==> config.mk <==
export PLATFORM = sky130hd
export DESIGN_NAME = prog_status_read
export DESIGN_NICKNAME = d
export VERILOG_FILES = /design/src/rtl/prog_status_pkg.sv /design/src/rtl/prog_status_ctrl.sv /design/src/rtl/prog_status_dp.sv /design/src/rtl/prog_status_read.sv
export SDC_FILE = /design/constraint.sdc
export NUM_CORES = 1
export LEC_CHECK = 0
export BUFFER_PORTS_ARGS = -buffer_cell sky130_fd_sc_hd__buf_2
export CORE_AREA = 5 5 42 44
export DETAILED_ROUTE_END_ITERATION = 10
export DIE_AREA = 0 0 47 49
export PLACE_DENSITY = 0.46
export SLEW_MARGIN = 20
export SYNTH_ARGS = -nofsm -noshare
export SYNTH_HDL_FRONTEND = slang
export SYNTH_SLANG_ARGS = --single-unit
==> constraint.sdc <==
create_clock -name clk -period 1.5 [get_ports clk]
set_clock_uncertainty 0.1 [all_clocks]
set_input_delay 0 -clock clk [delete_from_list [all_inputs] [get_ports clk]]
set_output_delay 0 -clock clk [all_outputs]
set_load 0.02 [all_outputs]
==> src/rtl/prog_status_pkg.sv <==
package prog_status_pkg;

  // Strobes passed from the control to the datapath
  typedef struct packed {
    logic driveEn;    // both enables active
    logic statusSel;  // write cycle running: substitute status bits
    logic eraseRef;   // reference byte is all ones
    logic toggleVal;  // current toggle-bit value
  } statusCtl_t;

endpackage

==> src/rtl/prog_status_ctrl.sv <==
module prog_status_ctrl
  import prog_status_pkg::*;
(
  input  logic       clk,
  input  logic       rstN,
  input  logic       busy,
  input  logic       eraseMode,
  input  logic       ceN,
  input  logic       oeN,
  output statusCtl_t ctl
);

  logic readAct;
  logic readActQ;
  logic toggleQ;
  logic readStart;

  assign readAct   = !ceN && !oeN;
  assign readStart = readAct && !readActQ;

  always_ff @(posedge clk or negedge rstN) begin
    if (!rstN) begin
      readActQ <= 1'b0;
      toggleQ  <= 1'b0;
    end else begin
      readActQ <= readAct;
      if (!busy)
        toggleQ <= 1'b0;
      else if (readStart)
        toggleQ <= ~toggleQ;
    end
  end

  always_comb begin
    ctl.driveEn   = readAct;
    ctl.statusSel = busy;
    ctl.eraseRef  = eraseMode;
    ctl.toggleVal = toggleQ;
  end

endmodule

==> src/rtl/prog_status_dp.sv <==
module prog_status_dp
  import prog_status_pkg::*;
#(
  parameter int DATA_W     = 8,
  parameter int POLL_BIT   = 7,
  parameter int TOGGLE_BIT = 6
) (
  input  statusCtl_t        ctl,
  input  logic [DATA_W-1:0] lastData,
  input  logic [DATA_W-1:0] arrayData,
  output logic [DATA_W-1:0] busData
);

  localparam logic [DATA_W-1:0] ERASE_REF = '1;

  logic [DATA_W-1:0] refByte;
  logic [DATA_W-1:0] statusByte;
  logic [DATA_W-1:0] chosenByte;
  logic              unusedRefBits;

  assign refByte       = ctl.eraseRef ? ERASE_REF : lastData;
  assign unusedRefBits = ^refByte;

  for (genvar i = 0; i < DATA_W; i++) begin : g_bit
    if (i == POLL_BIT) begin : g_poll
      assign statusByte[i] = ~refByte[i];
    end else if (i == TOGGLE_BIT) begin : g_tog
      assign statusByte[i] = ctl.toggleVal;
    end else begin : g_pass
      assign statusByte[i] = arrayData[i];
    end
  end

  assign chosenByte = ctl.statusSel ? statusByte : arrayData;
  assign busData    = ctl.driveEn ? chosenByte : '0;

endmodule

==> src/rtl/prog_status_read.sv <==
module prog_status_read
  import prog_status_pkg::*;
#(
  parameter int DATA_W     = 8,
  parameter int POLL_BIT   = 7,
  parameter int TOGGLE_BIT = 6
) (
  input  logic              clk,
  input  logic              rstN,
  input  logic              busy,
  input  logic              eraseMode,
  input  logic [DATA_W-1:0] lastData,
  input  logic [DATA_W-1:0] arrayData,
  input  logic              ceN,
  input  logic              oeN,
  output logic [DATA_W-1:0] busData,
  output logic              busDrive
);

  statusCtl_t ctl;

  prog_status_ctrl u_ctrl (
    .clk       (clk),
    .rstN      (rstN),
    .busy      (busy),
    .eraseMode (eraseMode),
    .ceN       (ceN),
    .oeN       (oeN),
    .ctl       (ctl)
  );

  prog_status_dp #(
    .DATA_W     (DATA_W),
    .POLL_BIT   (POLL_BIT),
    .TOGGLE_BIT (TOGGLE_BIT)
  ) u_dp (
    .ctl       (ctl),
    .lastData  (lastData),
    .arrayData (arrayData),
    .busData   (busData)
  );

  assign busDrive = ctl.driveEn;

endmodule

==> results.py, run 1 <==
metrics = {
    "yosys": {
        "yosysSeqAreaShare_pct": 33.3,
        "syn-mean-instance-area_um2": 8.83,
        "syn_nets": 39,
        "post_synth_instance_area_um2": 150,
        "synth.distinct_cells": 11,
        "netlist_instances": 17,
        "ys_seq_elements": 2,
        "ys_warn_count": 0,
    },
    "worst_setup_path": {
        "crit_start": "oeN",
        "timing.rr.start": "u_ctrl.toggleQ",
        "worstSetupEndpointType": "flop",
        "critical_path_arrival_ns": 1.30,
        "worst_path_class_setup": "in -> reg",
        "setup.worst_path.start_class": "input pin",
        "critical_path.max_stage_delay_ns": 0.55,
        "cp_slowest_cell": "sky130_fd_sc_hd__dlygate4sd3_1",
        "cp_data_required_time_ns": 1.54,
        "crit_buf_inv": 2,
        "worst-path-max-fanout": 4,
        "worst-r2r-setup-slack_ns": 0.26,
        "critPathTopFamily": "buffers and inverters",
        "timing.critical_path.cells": "buf_2 -> dlygate4sd3_1 -> or4_1 -> a21boi_1",
    },
    "drt": {
        "drt_drc_violations_left": 0,
        "routed_wire_length_per_instance_um": 9.55,
        "detail_route.iter0.violations": 0,
        "final_antenna_net_count": 0,
        "vias_per_cell": 3.92,
        "postRouteWirelength_um": 621,
        "total_iterations_of_the_first_detailed_routing_run": 1,
        "vias": 255,
    },
    "power_and_ir_drop": {
        "pwr-share-comb_pct": 28.4,
        "irDropWorstVdd_uv": 173,
        "seqPwrFrac_pct": 24.0,
        "cellPowerDensity_nw_per_um2": 671,
        "design_power_total_uw": 247,
        "switching_share_pct": 25.5,
        "internal_power_uw": 184,
        "power.switching_uw": 62.9,
        "power.leakage_nw": 0.206,
        "power.clock.fraction_pct": 47.6,
    },
    "clocking": {
        "cts_max_path_buffers": 2,
        "root_buffer_cell": "sky130_fd_sc_hd__clkbuf_4",
        "tritoncts.num_buffers": 3,
        "insertion_delay_ns": 0.22,
        "cts_htree_levels": 1,
        "numClockSinks": 2,
        "ctsResizeCount": 0,
        "clkSlewWorstSetupHoldPaths_ns": 0.03,
        "cts_tree": "done",
    },
    "global_routing": {
        "grt.total_usage_pct": 6.55,
        "grt_pass1_vias": 261,
        "maximum_number_of_pins_on_one_net_before_global_route_repair": 10,
        "wire_length_of_the_first_global_routing_pass_mm": 1.02,
        "global_route.overflow_total": 0,
        "antenna_found_initial": 0,
    },
    "die": {
        "floorplan.rows": 14,
        "die_width_um": 47,
        "die_height_um": 49,
        "floorplan_core_area_um2": 1400,
        "num_io_pins": 31,
        "initial_core_util_pct": 10.7,
        "floorplan_die_area_um2": 2300,
    },
    "worst_hold_path": {
        "holdCritStartpoint": "ceN",
        "kind_of_path_behind_the_tightest_hold_check": "in -> reg",
    },
    "sta": {
        "setup-tns-final_ns": 0,
        "holdWs_ns": 0.0418,
        "transition_at_the_pin_with_the_smallest_max_transition_slack_ns": 0.404,
        "report.final.setup_viol": 0,
        "layout_min_cycle_time_ns": 1.27,
        "setup_slack_ns": 0.235,
        "clock.fmax_ghz": 0.790,
        "timing.max_slew.rel_slack_pct": 72.9,
        "period_share_pct": 84.4,
        "hold_viol_final": 0,
        "setup_repair_after_global_routing_missed_its_margin": "false",
        "final_max_slew_viol_count": 0,
    },
    "run": {
        "timing.max_cap.violations": 0,
    },
    "placed_design": {
        "routabilityCongestion": 0.558,
        "place_inst": 56,
        "placement.cell_area_um2": 285,
        "dp_worst_setup_slack_ns": 0.262,
        "portBuffers": 23,
    },
    "layout": {
        "layoutNonFillerInstCount": 65,
        "post-route-cell-area_um2": 368,
        "design.final.nets": 73,
        "final_core_util_pct": 26.3,
        "n_antenna_cell": 0,
        "layout-drive-gt1-share_pct": 53.1,
        "num-fill-cells": 164,
        "synthesis_to_layout_area_growth_pct": 145,
    },
    "outcome": {
        "status": "finished, final reports clean",
    },
}
==> cells in the final DEF, fill, tap and decap left out, drive strengths merged <==
cell         instances
o31ai                1
and2                 6
or4                  1
clkbuf               3
nor3b                1
dfrtp                2
dlygate4sd3          6
nor3                 1
nor2b                1
buf                 23
mux2i                1
a21boi               1
nor2                 1
o21a                 1
==> Yosys cell counts (all sizes together) <==
library cell  n  area share [%]
dfrtp         2              33
nor2b         1             4.2
o21a          1             5.0
nor3          1             3.3
and2          6              25
a21boi        1             5.0
nor2          1             2.5
or4           1             5.0
o31ai         1             5.0
mux2i         1             6.7
nor3b         1             5.0
==> worst register-to-register path: stages, from the launching register on <==
cell and delay [ns]:
sky130_fd_sc_hd__dfrtp_1 0.38, sky130_fd_sc_hd__or4_1 0.52, sky130_fd_sc_hd__a21boi_1 0.17
==> power groups by stage <==
stage          combinational [mW]  sequential, mW  clock, mW
2_1_floorplan              0.0276          0.0592          0
3_3_place_gp               0.0585          0.0596          0
3_5_place_dp               0.0596          0.0597          0
4_1_cts                    0.0718          0.0591      0.125
5_1_grt                    0.0791          0.0598      0.126
6_report                   0.0702          0.0592      0.117
==> flip-flops by register name, summed over array words and instances, names as in the netlist <==
register         flops
u_ctrl.toggleQ       1
u_ctrl.readActQ      1
==> final timing paths <==
path | to | cells past startpoint
min in group asynchronous | u_ctrl.readActQ | 3
hold / removal | u_ctrl.toggleQ | 3
hold reg to reg | u_ctrl.toggleQ | 2
max in group asynchronous | u_ctrl.toggleQ | 3
setup reg to reg | u_ctrl.toggleQ | 2
setup / recovery | u_ctrl.toggleQ | 4
==> layer usage <==
layer	track usage (%)	up-vias	wire length (um)
li1	-	125	-
met1	6.17	115	190
met2	9.28	13	320
met3	3.32	2	99
met4	6.91	0	10
met5	0	-	0
==> kinds of logic (layout without fill, tap and decap cells) <==
family	count (synthesis)	count (layout)	share of synthesized area, %
AND/OR/NAND/NOR	11	11	45.0
multiplexers	1	1	6.67
flip-flops	2	2	33.3
AO/OA/AOI/OAI	3	3	15.0
buffers and inverters	0	32	0
==> layout make-up <==
cell class	instances	area (um^2)	share of cell area (%)
Timing Repair Buffer	29	175	47.6
Multi-Input combinational cell	15	100	27.2
Sequential cell	2	50.0	13.6
Clock buffer	3	22.5	6.12
Tap cell	16	20.0	5.44
==> timing repair <==
action                                 4_1_cts  5_1_grt
buffers inserted                             0        0
endpoints found under the hold margin        4        0
hold buffers                                 6        0
(Power assumes the default switching activity.)
==> run 2, diff against run 1 <==
--- a/config.mk
+++ b/config.mk
@@ -9,7 +9,7 @@
 export CORE_AREA = 5 5 42 44
 export DETAILED_ROUTE_END_ITERATION = 10
 export DIE_AREA = 0 0 47 49
-export PLACE_DENSITY = 0.46
+export PLACE_DENSITY = 0.48
 export SLEW_MARGIN = 20
 export SYNTH_ARGS = -nofsm -noshare
 export SYNTH_HDL_FRONTEND = slang
==> constraint.sdc (replaced) <==
create_clock -name clk -period 1.1 [get_ports clk]
set_clock_uncertainty 0.1 [all_clocks]
set_input_delay 0 -clock clk [delete_from_list [all_inputs] [get_ports clk]]
set_output_delay 0 -clock clk [all_outputs]
set_load 0.02 [all_outputs]
==> run 2 against run 1 <==
Against the previous run: the run now ends with negative setup slack left; clock power up 38%; wire length down 1.3%; die area unchanged; register-to-register slack worse by 0.36 ns; critical path depth down 2; via count down 3.9%; total power up 38%; hold slack worse by 0.036 ns.
==> results.py, run 2 (same netlist as run 1, synthesis figures left out) <==
metrics = {
    "layout": {
        "layout.cells.most_common": "sky130_fd_sc_hd__buf_2",
        "multi_input_comb_area_um2": 104,
        "layout.cells.most_common_list": "23 x sky130_fd_sc_hd__buf_2, 6 x sky130_fd_sc_hd__and2_1, 3 x sky130_fd_sc_hd__clkbuf_4, 3 x sky130_fd_sc_hd__dlygate4sd3_1, 2 x sky130_fd_sc_hd__dfrtp_1",
        "design.final.nets": 72,
        "synthesis_to_layout_area_growth_pct": 140,
        "layout-drive-gt1-share_pct": 60.4,
        "post-route-cell-area_um2": 360,
        "n_antenna_cell": 0,
        "ff_latch_area_um2": 50.0,
        "top_regs": "u_ctrl.readActQ x1, u_ctrl.toggleQ x1",
        "num-fill-cells": 160,
    },
    "sta": {
        "final_max_slew_viol_count": 0,
        "layout_min_cycle_time_ns": 1.20,
        "setup_slack_ns": -0.0957,
        "setup_repair_after_global_routing_missed_its_margin": "true",
        "transition_at_the_pin_with_the_smallest_max_transition_slack_ns": 0.270,
        "timing.max_slew.rel_slack_pct": 81.9,
        "period_share_pct": 109,
        "clock.fmax_ghz": 0.836,
        "holdWs_ns": 0.00620,
        "report.final.setup_viol": 2,
        "hold_viol_final": 0,
    },
    "drt": {
        "vias_per_cell": 3.83,
        "routed_wire_length_per_instance_um": 9.58,
        "final_antenna_net_count": 0,
        "detail_route.iter0.violations": 0,
        "drt_drc_violations_left": 0,
        "postRouteWirelength_um": 613,
        "total_iterations_of_the_first_detailed_routing_run": 1,
        "vias": 245,
    },
    "global_routing": {
        "wire_length_of_the_first_global_routing_pass_mm": 1.13,
        "grt.total_usage_pct": 7.11,
        "maximum_number_of_pins_on_one_net_before_global_route_repair": 10,
        "grt_pass1_vias": 271,
        "antenna_found_initial": 0,
        "global_route.overflow_total": 0,
    },
    "die": {
        "num_io_pins": 31,
        "floorplan.rows": 14,
        "initial_core_util_pct": 10.7,
        "floorplan_die_area_um2": 2300,
        "floorplan_core_area_um2": 1400,
        "die_width_um": 47,
        "die_height_um": 49,
    },
    "power_and_ir_drop": {
        "power.switching_uw": 89.1,
        "power.leakage_nw": 0.203,
        "power.clock.fraction_pct": 47.8,
        "pwr-share-comb_pct": 28.6,
        "irDropWorstVdd_uv": 280,
        "seqPwrFrac_pct": 23.7,
        "cellPowerDensity_nw_per_um2": 944,
        "internal_power_uw": 251,
        "switching_share_pct": 26.2,
    },
    "placed_design": {
        "placement.cell_area_um2": 300,
        "portBuffers": 23,
        "routabilityCongestion": 0.584,
    },
    "clocking": {
        "cts_htree_levels": 1,
        "cts_max_path_buffers": 2,
        "tritoncts.num_buffers": 3,
        "insertion_delay_ns": 0.22,
        "numClockSinks": 2,
        "root_buffer_cell": "sky130_fd_sc_hd__clkbuf_4",
        "cts_tree": "done",
        "clkSlewWorstSetupHoldPaths_ns": 0.03,
    },
    "outcome": {
        "violations_in_the_final_reports": "negative setup slack",
        "status": "finished with violations",
    },
    "worst_hold_path": {
        "kind_of_path_behind_the_tightest_hold_check": "in -> reg",
        "hold_path_depth": 3,
    },
    "worst_setup_path": {
        "setup.worst_path.start_class": "flop",
        "worst-path-max-fanout": 2,
        "cp_data_required_time_ns": 1.15,
        "worstRegToRegCells": 2,
        "worstSetupEndpointType": "flop",
        "worst_path_class_setup": "reg -> reg",
        "critical_path_arrival_ns": 1.24,
    },
    "run": {
        "timing.max_cap.violations": 0,
    },
}
==> run 2: cell types whose count changed in the layout (fill, tap and decap cells not counted) <==
cell / previous run / this run
sky130_fd_sc_hd__a21boi_2: 0 / 1
sky130_fd_sc_hd__buf_6: 0 / 1
sky130_fd_sc_hd__a21boi_1: 1 / 0
sky130_fd_sc_hd__buf_4: 0 / 1
sky130_fd_sc_hd__dlygate4sd3_1: 6 / 3
==> run 2: final timing paths <==
kind                                  from              end  slack, ns
max                        u_ctrl.readActQ   u_ctrl.toggleQ       -0.1
min                                    ceN   u_ctrl.toggleQ      0.006
max reg2reg                u_ctrl.readActQ   u_ctrl.toggleQ       -0.1
min reg2reg                u_ctrl.readActQ   u_ctrl.toggleQ       0.45
max in group asynchronous             rstN   u_ctrl.toggleQ       0.25
min in group asynchronous             rstN  u_ctrl.readActQ       0.53
==> run 2: critical path, stage by stage, from the launching register on <==
cell and delay, ns:
sky130_fd_sc_hd__dfrtp_1 0.36, sky130_fd_sc_hd__or4_1 0.52, sky130_fd_sc_hd__a21boi_2 0.14
==> run 2: layout make-up <==
type                            count  area share, %
Sequential cell                     2           13.9
Tap cell                           16           5.56
Clock buffer                        3           6.25
Multi-Input combinational cell     15           28.8
Timing Repair Buffer               28           45.5
==> run 2: power groups by stage <==
stage / clock, mW / sequential, mW / combinational, mW
floorplan: 0 / 0.0808 / 0.0377
global placement: 0 / 0.0806 / 0.0873
detailed placement: 0 / 0.0807 / 0.0881
CTS: 0.176 / 0.0803 / 0.0979
global route: 0.182 / 0.0809 / 0.110
finish: 0.162 / 0.0805 / 0.0972
==> run 2: routing by layer <==
layer	GRT usage (%)	routed length, um	vias up
li1	-	-	123
met1	8.13	200	104
met2	9.50	299	16
met3	2.58	96	2
met4	6.91	17	0
met5	0	0	-
==> run 2: metrics by stage <==
stage	cells	setup WS [ns]	TNS (ns)	power [mW]	util (%)
4_1_cts	64	-0.0870	-0.144	0.354	25.4
6_report	64	-0.0957	-0.135	0.340	25.7
5_1_grt	64	-0.147	-0.288	0.373	25.7
2_1_floorplan	17	-0.0268	-0.0268	0.118	-
3_5_place_dp	58	-0.0732	-0.0732	0.169	21.4
3_3_place_gp	58	-0.0305	-0.0305	0.168	21.4
==> run 2: repair_timing <==
| action | CTS | global route |
|---|---|---|
| hold buffers | 3 | 0 |
| endpoints found under the hold margin | 3 | 0 |
| endpoints found under the setup margin | 2 | 2 |
| setup buffers | 0 | 0 |
| resized for setup | 1 | 1 |
